## config.mk

```make
export PLATFORM = sky130hd
export DESIGN_NAME = serial_tx_engine
export DESIGN_NICKNAME = d
export VERILOG_FILES = /design/src/rtl/serial_tx_engine.sv
export SDC_FILE = /design/constraint.sdc
export NUM_CORES = 1
export LEC_CHECK = 0
export ABC_AREA = 1
export BUFFER_PORTS_ARGS = -buffer_cell sky130_fd_sc_hd__buf_4
export CAP_MARGIN = 10
export CORE_ASPECT_RATIO = 1.1
export CORE_UTILIZATION = 25
export CTS_BUF_LIST = sky130_fd_sc_hd__clkbuf_8
export CTS_CLUSTER_SIZE = 12
export DETAILED_ROUTE_END_ITERATION = 12
export GPL_TIMING_DRIVEN = 0
export SETUP_SLACK_MARGIN = 0.02
export SLEW_MARGIN = 10
export SYNTH_ARGS = -nofsm -noshare
export SYNTH_HDL_FRONTEND = slang
export SYNTH_SLANG_ARGS = --single-unit
```

## constraint.sdc

```tcl
create_clock -name clk -period 1.8 [get_ports clk]
set_clock_uncertainty 0.2 [all_clocks]
set_input_delay 0.18 -clock clk [delete_from_list [all_inputs] [get_ports clk]]
set_output_delay 0.18 -clock clk [all_outputs]
set_load 0.01 [all_outputs]
```

## src/rtl/serial_tx_engine.sv

```systemverilog
module serial_tx_engine #(
  parameter int DW = 8,
  parameter int PW = 2,
  parameter int LW = 4,
  parameter int BW = 4
) (
  input  logic          clk,
  input  logic          rst_n,
  input  logic          tick,
  input  logic          cmd_restart,
  input  logic          cmd_stop,
  input  logic [BW-1:0] brk_count,
  input  logic          par_en,
  input  logic          par_odd,
  input  logic          two_stop,
  output logic [PW-1:0] bd_idx,
  input  logic          bd_ready,
  input  logic [LW-1:0] bd_len,
  input  logic          bd_intr,
  input  logic          bd_pre,
  output logic [LW-1:0] chr_off,
  input  logic [DW-1:0] chr_data,
  output logic          done,
  output logic [PW-1:0] done_idx,
  output logic          irq,
  output logic          txd
);
  localparam int FW = DW + 4;
  localparam int CW = $clog2(FW);

  logic          run, pre_sent;
  logic [PW-1:0] ptr;
  logic [LW-1:0] off;
  logic [BW-1:0] brk_left;

  logic          f_full, f_idle, f_last, f_intr;
  logic [DW-1:0] f_data;
  logic [PW-1:0] f_idx;

  logic          busy, s_last, s_intr;
  logic [FW-1:0] frame, cf;
  logic [CW-1:0] cnt, flen;
  logic [PW-1:0] s_idx;

  wire need_pre = bd_pre && (off == '0) && !pre_sent;
  wire push     = run && !cmd_stop && !f_full && bd_ready;
  wire fin      = busy && (cnt == flen - CW'(1));
  wire slot     = tick && (!busy || fin);
  wire brk_go   = slot && !f_full && !run && (brk_left != '0);

  assign bd_idx  = ptr;
  assign chr_off = off;
  assign txd     = busy ? frame[0] : 1'b1;

  always_comb begin
    cf = '1;
    cf[0] = 1'b0;
    cf[DW:1] = f_data;
    if (par_en) cf[DW+1] = par_odd ^ (^f_data);
  end

  always_ff @(posedge clk) begin
    if (!rst_n) begin
      run <= 1'b0; pre_sent <= 1'b0; ptr <= '0; off <= '0; brk_left <= '0;
    end else if (cmd_stop) begin
      run <= 1'b0; off <= '0; pre_sent <= 1'b0; brk_left <= brk_count;
    end else begin
      if (cmd_restart) begin
        run <= 1'b1; brk_left <= '0;
      end else if (brk_go) begin
        brk_left <= brk_left - BW'(1);
      end
      if (push) begin
        if (need_pre) pre_sent <= 1'b1;
        else if (off == bd_len - LW'(1)) begin
          off <= '0; pre_sent <= 1'b0; ptr <= ptr + PW'(1);
        end else off <= off + LW'(1);
      end
    end
  end

  always_ff @(posedge clk) begin
    if (!rst_n) begin
      f_full <= 1'b0; f_idle <= 1'b0; f_last <= 1'b0; f_intr <= 1'b0;
      f_data <= '0; f_idx <= '0;
    end else if (push) begin
      f_full <= 1'b1;
      f_idle <= need_pre;
      f_last <= !need_pre && (off == bd_len - LW'(1));
      f_intr <= bd_intr;
      f_data <= chr_data;
      f_idx  <= ptr;
    end else if (slot) begin
      f_full <= 1'b0;
    end
  end

  always_ff @(posedge clk) begin
    if (!rst_n) begin
      busy <= 1'b0; frame <= '1; cnt <= '0; flen <= CW'(DW + 2);
      s_last <= 1'b0; s_intr <= 1'b0; s_idx <= '0;
      done <= 1'b0; irq <= 1'b0; done_idx <= '0;
    end else begin
      done <= slot && fin && s_last;
      irq  <= slot && fin && s_last && s_intr;
      if (slot && fin) done_idx <= s_idx;
      if (slot) begin
        cnt  <= '0;
        flen <= CW'(DW + 2) + CW'(par_en) + CW'(two_stop);
        if (f_full) begin
          busy <= 1'b1; frame <= f_idle ? '1 : cf;
          s_last <= f_last; s_intr <= f_intr; s_idx <= f_idx;
        end else if (brk_go) begin
          busy <= 1'b1; frame <= '0; s_last <= 1'b0;
        end else begin
          busy <= 1'b0; frame <= '1;
        end
      end else if (tick && busy) begin
        frame <= {1'b1, frame[FW-1:1]};
        cnt   <= cnt + CW'(1);
      end
    end
  end
endmodule

```

# After elaboration in Yosys (flattened, before gate mapping)
# Index checks and enable logic that the tools add are counted.
[totals] register_bits=55 wordCells=91
[classes] addsub=8 n_eq_ne=2 mux=19 bitwise=4 reduce_logical=37
[ops] op="2-to-1 mux 12 bit" count=4
[ops] op="2-to-1 mux 4 bit" count=4
[ops] op="logical AND 1 bit" count=15
[ops] op="subtractor 4 x 1 -> 4 bit (second input constant)" count=3
[ops] op="2-to-1 mux 1 bit" count=10
[ops] op="2-to-1 mux 10 bit" count=1
[ops] op="adder 4 x 1 -> 4 bit (second input constant)" count=2
[ops] op="== test 4 bit" count=2
[ops] op="AND reduction 2 bit" count=4
[ops] op="nonzero test 2 bit" count=4
[ops] op="XOR reduction 8 bit" count=1
[ops] op="zero test 1 bit" count=6
[ops] op="adder 4 x 1 -> 4 bit" count=1
[ops] op="adder 4 x 1 -> 4 bit (first input constant)" count=1
[ops] op="zero test 4 bit" count=1
[ops] op="AND reduction 4 bit" count=1
[ops] op="nonzero test 4 bit" count=1
[ops] op="OR reduction 2 bit" count=2
[ops] op="NOT 1 bit" count=3
[ops] op="nonzero test 3 bit" count=1
[ops] op="adder 2 x 1 -> 2 bit (second input constant)" count=1
[ops] op="logical OR 1 bit" count=1
[ops] op="XOR 1 bit" count=1

# Longest topological paths before layout
[depth] ltp_word=11 mapped_depth=15

# Least setup slack after synthesis
# No wires, ideal clock.
[synth_path] path_type="reg-to-reg" from="reg flen[0]" to="reg frame[9]" setup_ps=115 t_arrival_ps=1605 setup_slack_ps=-120 stages_incl_launch_ff=16 period_less_slack_ps=1920 cell_sequence="dfxtp_1 -> inv_2 -> ha_1 -> nand2_1 -> inv_1 -> nor2_1 -> nand2_1 -> nor2_2 -> nand2_1 -> nand2_2 -> buf_6 -> nand3_4 -> nand2_4 -> nand2_1 -> nand2_1 -> nand2_1"
[synth_via] elab_chain_cells=11 elab_cells_between_ends=12 classes_between="1 x add/sub; 1 x eq/ne; 3 x mux; 7 x reduce/logical"
[synth_rtl] item="start, declared" line="42" source="logic [CW-1:0] cnt, flen;"
[synth_rtl] item="start signal, assigned" line="109" source="flen <= CW'(DW + 2) + CW'(par_en) + CW'(two_stop);"
[synth_rtl] item="subtractor 4 x 1 -> 4 bit (*)" line="47" source="wire fin = busy && (cnt == flen - CW'(1));"
[synth_rtl] item="== test 4 bit (*)" line="47"
[synth_rtl] item="logical AND 1 bit (*)" line="47"
[synth_rtl] item="logical OR 1 bit (*)" line="48" source="wire slot = tick && (!busy || fin);"
[synth_rtl] item="logical AND 1 bit (*)" line="48"
[synth_rtl] item="logical AND 1 bit (3 in series)" line="49" source="wire brk_go = slot && !f_full && !run && (brk_left != '0);"
[synth_rtl] item="2-to-1 mux 12 bit" line="113" source="end else if (brk_go) begin"
[synth_rtl] item="2-to-1 mux 12 bit" line="110" source="if (f_full) begin"
[synth_rtl] item="2-to-1 mux 12 bit" line="107" source="if (slot) begin"
[synth_rtl] item="end signal, assigned" line="119" source="frame <= {1'b1, frame[FW-1:1]};"
[synth_rtl] item="end, declared" line="41" source="logic [FW-1:0] frame, cf;"
# Every way passes the cells marked *; elsewhere a longest branch is shown, timed or not.
# A chain may end at the register's enable or synchronous reset.

# Worst setup path in the final report
[layout_path] from="reg flen[0]" to="reg brk_left[1]"
[layout_via] elab_chain_cells=9
[layout_rtl] item="subtractor 4 x 1 -> 4 bit" line="47"
[layout_rtl] item="== test 4 bit" line="47"
[layout_rtl] item="logical AND 1 bit" line="47"
[layout_rtl] item="logical OR 1 bit" line="48"
[layout_rtl] item="logical AND 1 bit" line="48"
[layout_rtl] item="logical AND 1 bit (3 in series)" line="49"
[layout_rtl] item="nonzero test 3 bit (no line)"
[layout_rtl] item="end signal, assigned" line="71" source="brk_left <= brk_left - BW'(1);"
[layout_rtl] item="end, declared" line="34" source="logic [BW-1:0] brk_left;"
# Every way passes these cells.

==> metrics.cfg <==
[floorplan]
io_pins=38
die_area_um2=11200
row_count=39
fp.coreArea_um2=10400
initial_utilization_pct=25.7
chipHeight_um=111
die_w_um=101

[critical_path]
startpoint_type=register
critical_path_buf_inv_count=4
crit_arrival_ns=2.06
crit_chain=inv_4, ha_4, nand2_1, inv_1, nor2_1, nand2_1, nor2_2, nand2_1, nand2_2, buf_6, nand3_4, buf_12, nand3_2, nand2_1, nor2_1
crit_family=simple AND/OR/NAND/NOR gates
slowest_stage=dfxtp_2
crit_path_frequent_cell=nand2_1
crit_required_ns=1.86
crit_path_max_incr_delay_ns=0.36
critPathCaptureType=register
critPathKind=reg -> reg
worst-path-max-fanout=8

[synthesis]
synth_seq_area_share_pct=40.2
syn_inst=392
synth_area_um2=2690
yosys.area.top_type=dfxtp_1
ys_ff_latch=54
yosys_warnings=0
syn-num-nets=427
synth_top_area_share_pct=40.2
syn_area_per_cell_um2=6.86
synth.distinct_cells=29
synth_area_leaders=dfxtp_1 (40%), nand2_1 (15%), a21oi_1 (8.0%)

[global_route]
antenna_found_initial=0
grt_use_total_pct=13.2
grt_max_degree=18
grt-ovfl-total=0
grt_pass1_wl_um=12000
grt_pass1_vias=2636

[routing]
wire_per_inst_um=11.4
ant_nets=0
via_per_inst=4.47
drc=0
dr_total_vias=2688
routed_wl_um=6880
drt_first_iter_violations=98
drtPass1Iterations=4

[clock_network]
tritoncts=done
clock_latency_ns=0.32
path_clk_slew_ns=0.10
htreeDepth=2
numCtsBuffers=5
root_buffer=clkbuf_8
clockBufferDepth=2
clkSinkCount=54

[place]
place_congestion=0.849
placed_area_um2=3140
portBuffers=35
post-place-cells=570
dp_hpwl_um=4930

[cells_and_area]
utilization_pct=34.4
finalNonFillerCells=602
antennaDiodeCount=0
drive_above_1_share_pct=20.7
final_cell_mix=nand2_1 (106), dfxtp_1 (50), inv_1 (44), buf_4 (43), a21oi_1 (36)
final_common_cell=nand2_1
synthToLayoutAreaGrowth_pct=33.8
final_nets=493
final_area_um2=3600

[timing]
drv_slew=0
tns_ns=-3.65
max_freq_mhz=501
worst_pin_slew_ns=0.581
whs_ns=-0.00885
layout_worst_path_cycle_share_pct=111
relSlewSlack_pct=61.3
fin_ws_ns=-0.197
setup_violations=30
rsz0062_at_grt=true
final-hold-violation-count=1
finalCriticalPeriod_ns=2.00

[outcome]
violations=negative hold slack, negative setup slack
status=finished, violations left

[flow_run]
drv_cap=0

[pwr]
power.density_nw_per_um2=747
leakage_nw=1.56
vdd_ir_drop_max_uv=312

[worst_hold_path]
hold_path_class=in -> reg

-- logic make-up (layout without fill, tap and decap cells) --
kind of cell	count (synthesis)	after routing	synth area share, %
compound gates	86	86	16.7
xor+xnor	7	7	2.28
fa+ha+maj	8	8	3.72
buf+inv	61	128	9.22
flops	54	54	40.2
simple gates	176	176	27.9
-- Yosys cell counts --
cell type / count
nand2_1: 109
dfxtp_1: 54
inv_1: 45
a21oi_1: 43
o21ai_0: 34
nor2_1: 29
nand3_1: 19
ha_1: 8
clkbuf_1: 7
nand4_1: 5
nor3_1: 4
xor2_1: 4
buf_2: 3
clkinv_1: 3
o22ai_1: 3
xnor2_1: 3
a31oi_1: 2
buf_6: 2
nand2_2: 2
nor2_2: 2
o211ai_1: 2
or2_2: 2
a31o_2: 1
inv_2: 1
nand2_4: 1
nand3_4: 1
nand4_2: 1
nor4_1: 1
o31ai_1: 1
-- worst reg2reg max path, delay by kind of cell, from the launching register on --
kind	cells	cell delay (ns)
adder cells (fa/ha/maj)	1	0.22
buffers and inverters	4	0.37
flip-flops	1	0.36
AND/OR/NAND/NOR	10	0.80
-- timing repair --
| action | CTS | global route |
|---|---|---|
| hold buffers | 13 | 0 |
| buffers inserted | 9 | 3 |
| pin swaps | 8 | 8 |
| endpoints found under the setup margin | 34 | 51 |
| gates resized for setup | 22 | 19 |
| cloned | 1 | 0 |
| hold endpoints to repair | 13 | 0 |
-- power by group --
part           internal (W)  switching [W]  total (W)  leakage [nW]
Clock              0.000458       0.000423   0.000882        0.0618
Sequential          0.00125      0.0000348    0.00128         0.441
Combinational      0.000237       0.000287   0.000524          1.05
-- metrics by stage --
step / worst slack (ns) / power [W]
3_5_place_dp: -0.268 / 0.00171
4_1_cts: -0.185 / 0.00269
5_1_grt: -0.369 / 0.00283
3_3_place_gp: -0.251 / 0.00169
6_report: -0.197 / 0.00269
2_1_floorplan: -0.0266 / 0.00158
-- sequential cells by signal (all words and copies together), names as in the netlist, 2 cells and up --
signal and cells:
cnt 4, frame 12, s_idx 2, chr_off 4, flen 3, f_idx 2, f_data 8, done_idx 2
bd_idx 2, brk_left 4
-- layout make-up --
type / instances / area, µm²
Buffer: 12 / 66.3
Clock buffer: 6 / 82.6
Clock inverter: 2 / 38.8
Fill cell: 1137 / 6850
Inverter: 49 / 189
Multi-Input combinational cell: 277 / 1460
Sequential cell: 54 / 1090
Tap cell: 143 / 179
Timing Repair Buffer: 59 / 495
-- path summary, 6_finish.rpt --
check | endpoint | slack [ns] | start | cells past startpoint
worst max-delay path | brk_left[1]$_SDFFE_PN0P_ | -0.20 | flen[0]$_SDFFE_PN0N_ | 15
worst min-delay path | brk_left[2]$_SDFFE_PN0P_ | -0.009 | brk_count[2] | 5
worst max register to register | brk_left[1]$_SDFFE_PN0P_ | -0.20 | flen[0]$_SDFFE_PN0N_ | 15
worst min register to register | done_idx[1]$_SDFFE_PN0P_ | 0.26 | done_idx[1]$_SDFFE_PN0P_ | 2
-- routing by layer --
layer / up-vias / part of all wire (%) / track usage, %
met5: - / 0 / 0
met4: 0 / 1.6 / 4.73
met3: 9 / 3.8 / 2.59
met2: 48 / 48 / 22.7
met1: 1229 / 47 / 16.3
li1: 1402 / - / -
(Power assumes the default switching activity.)
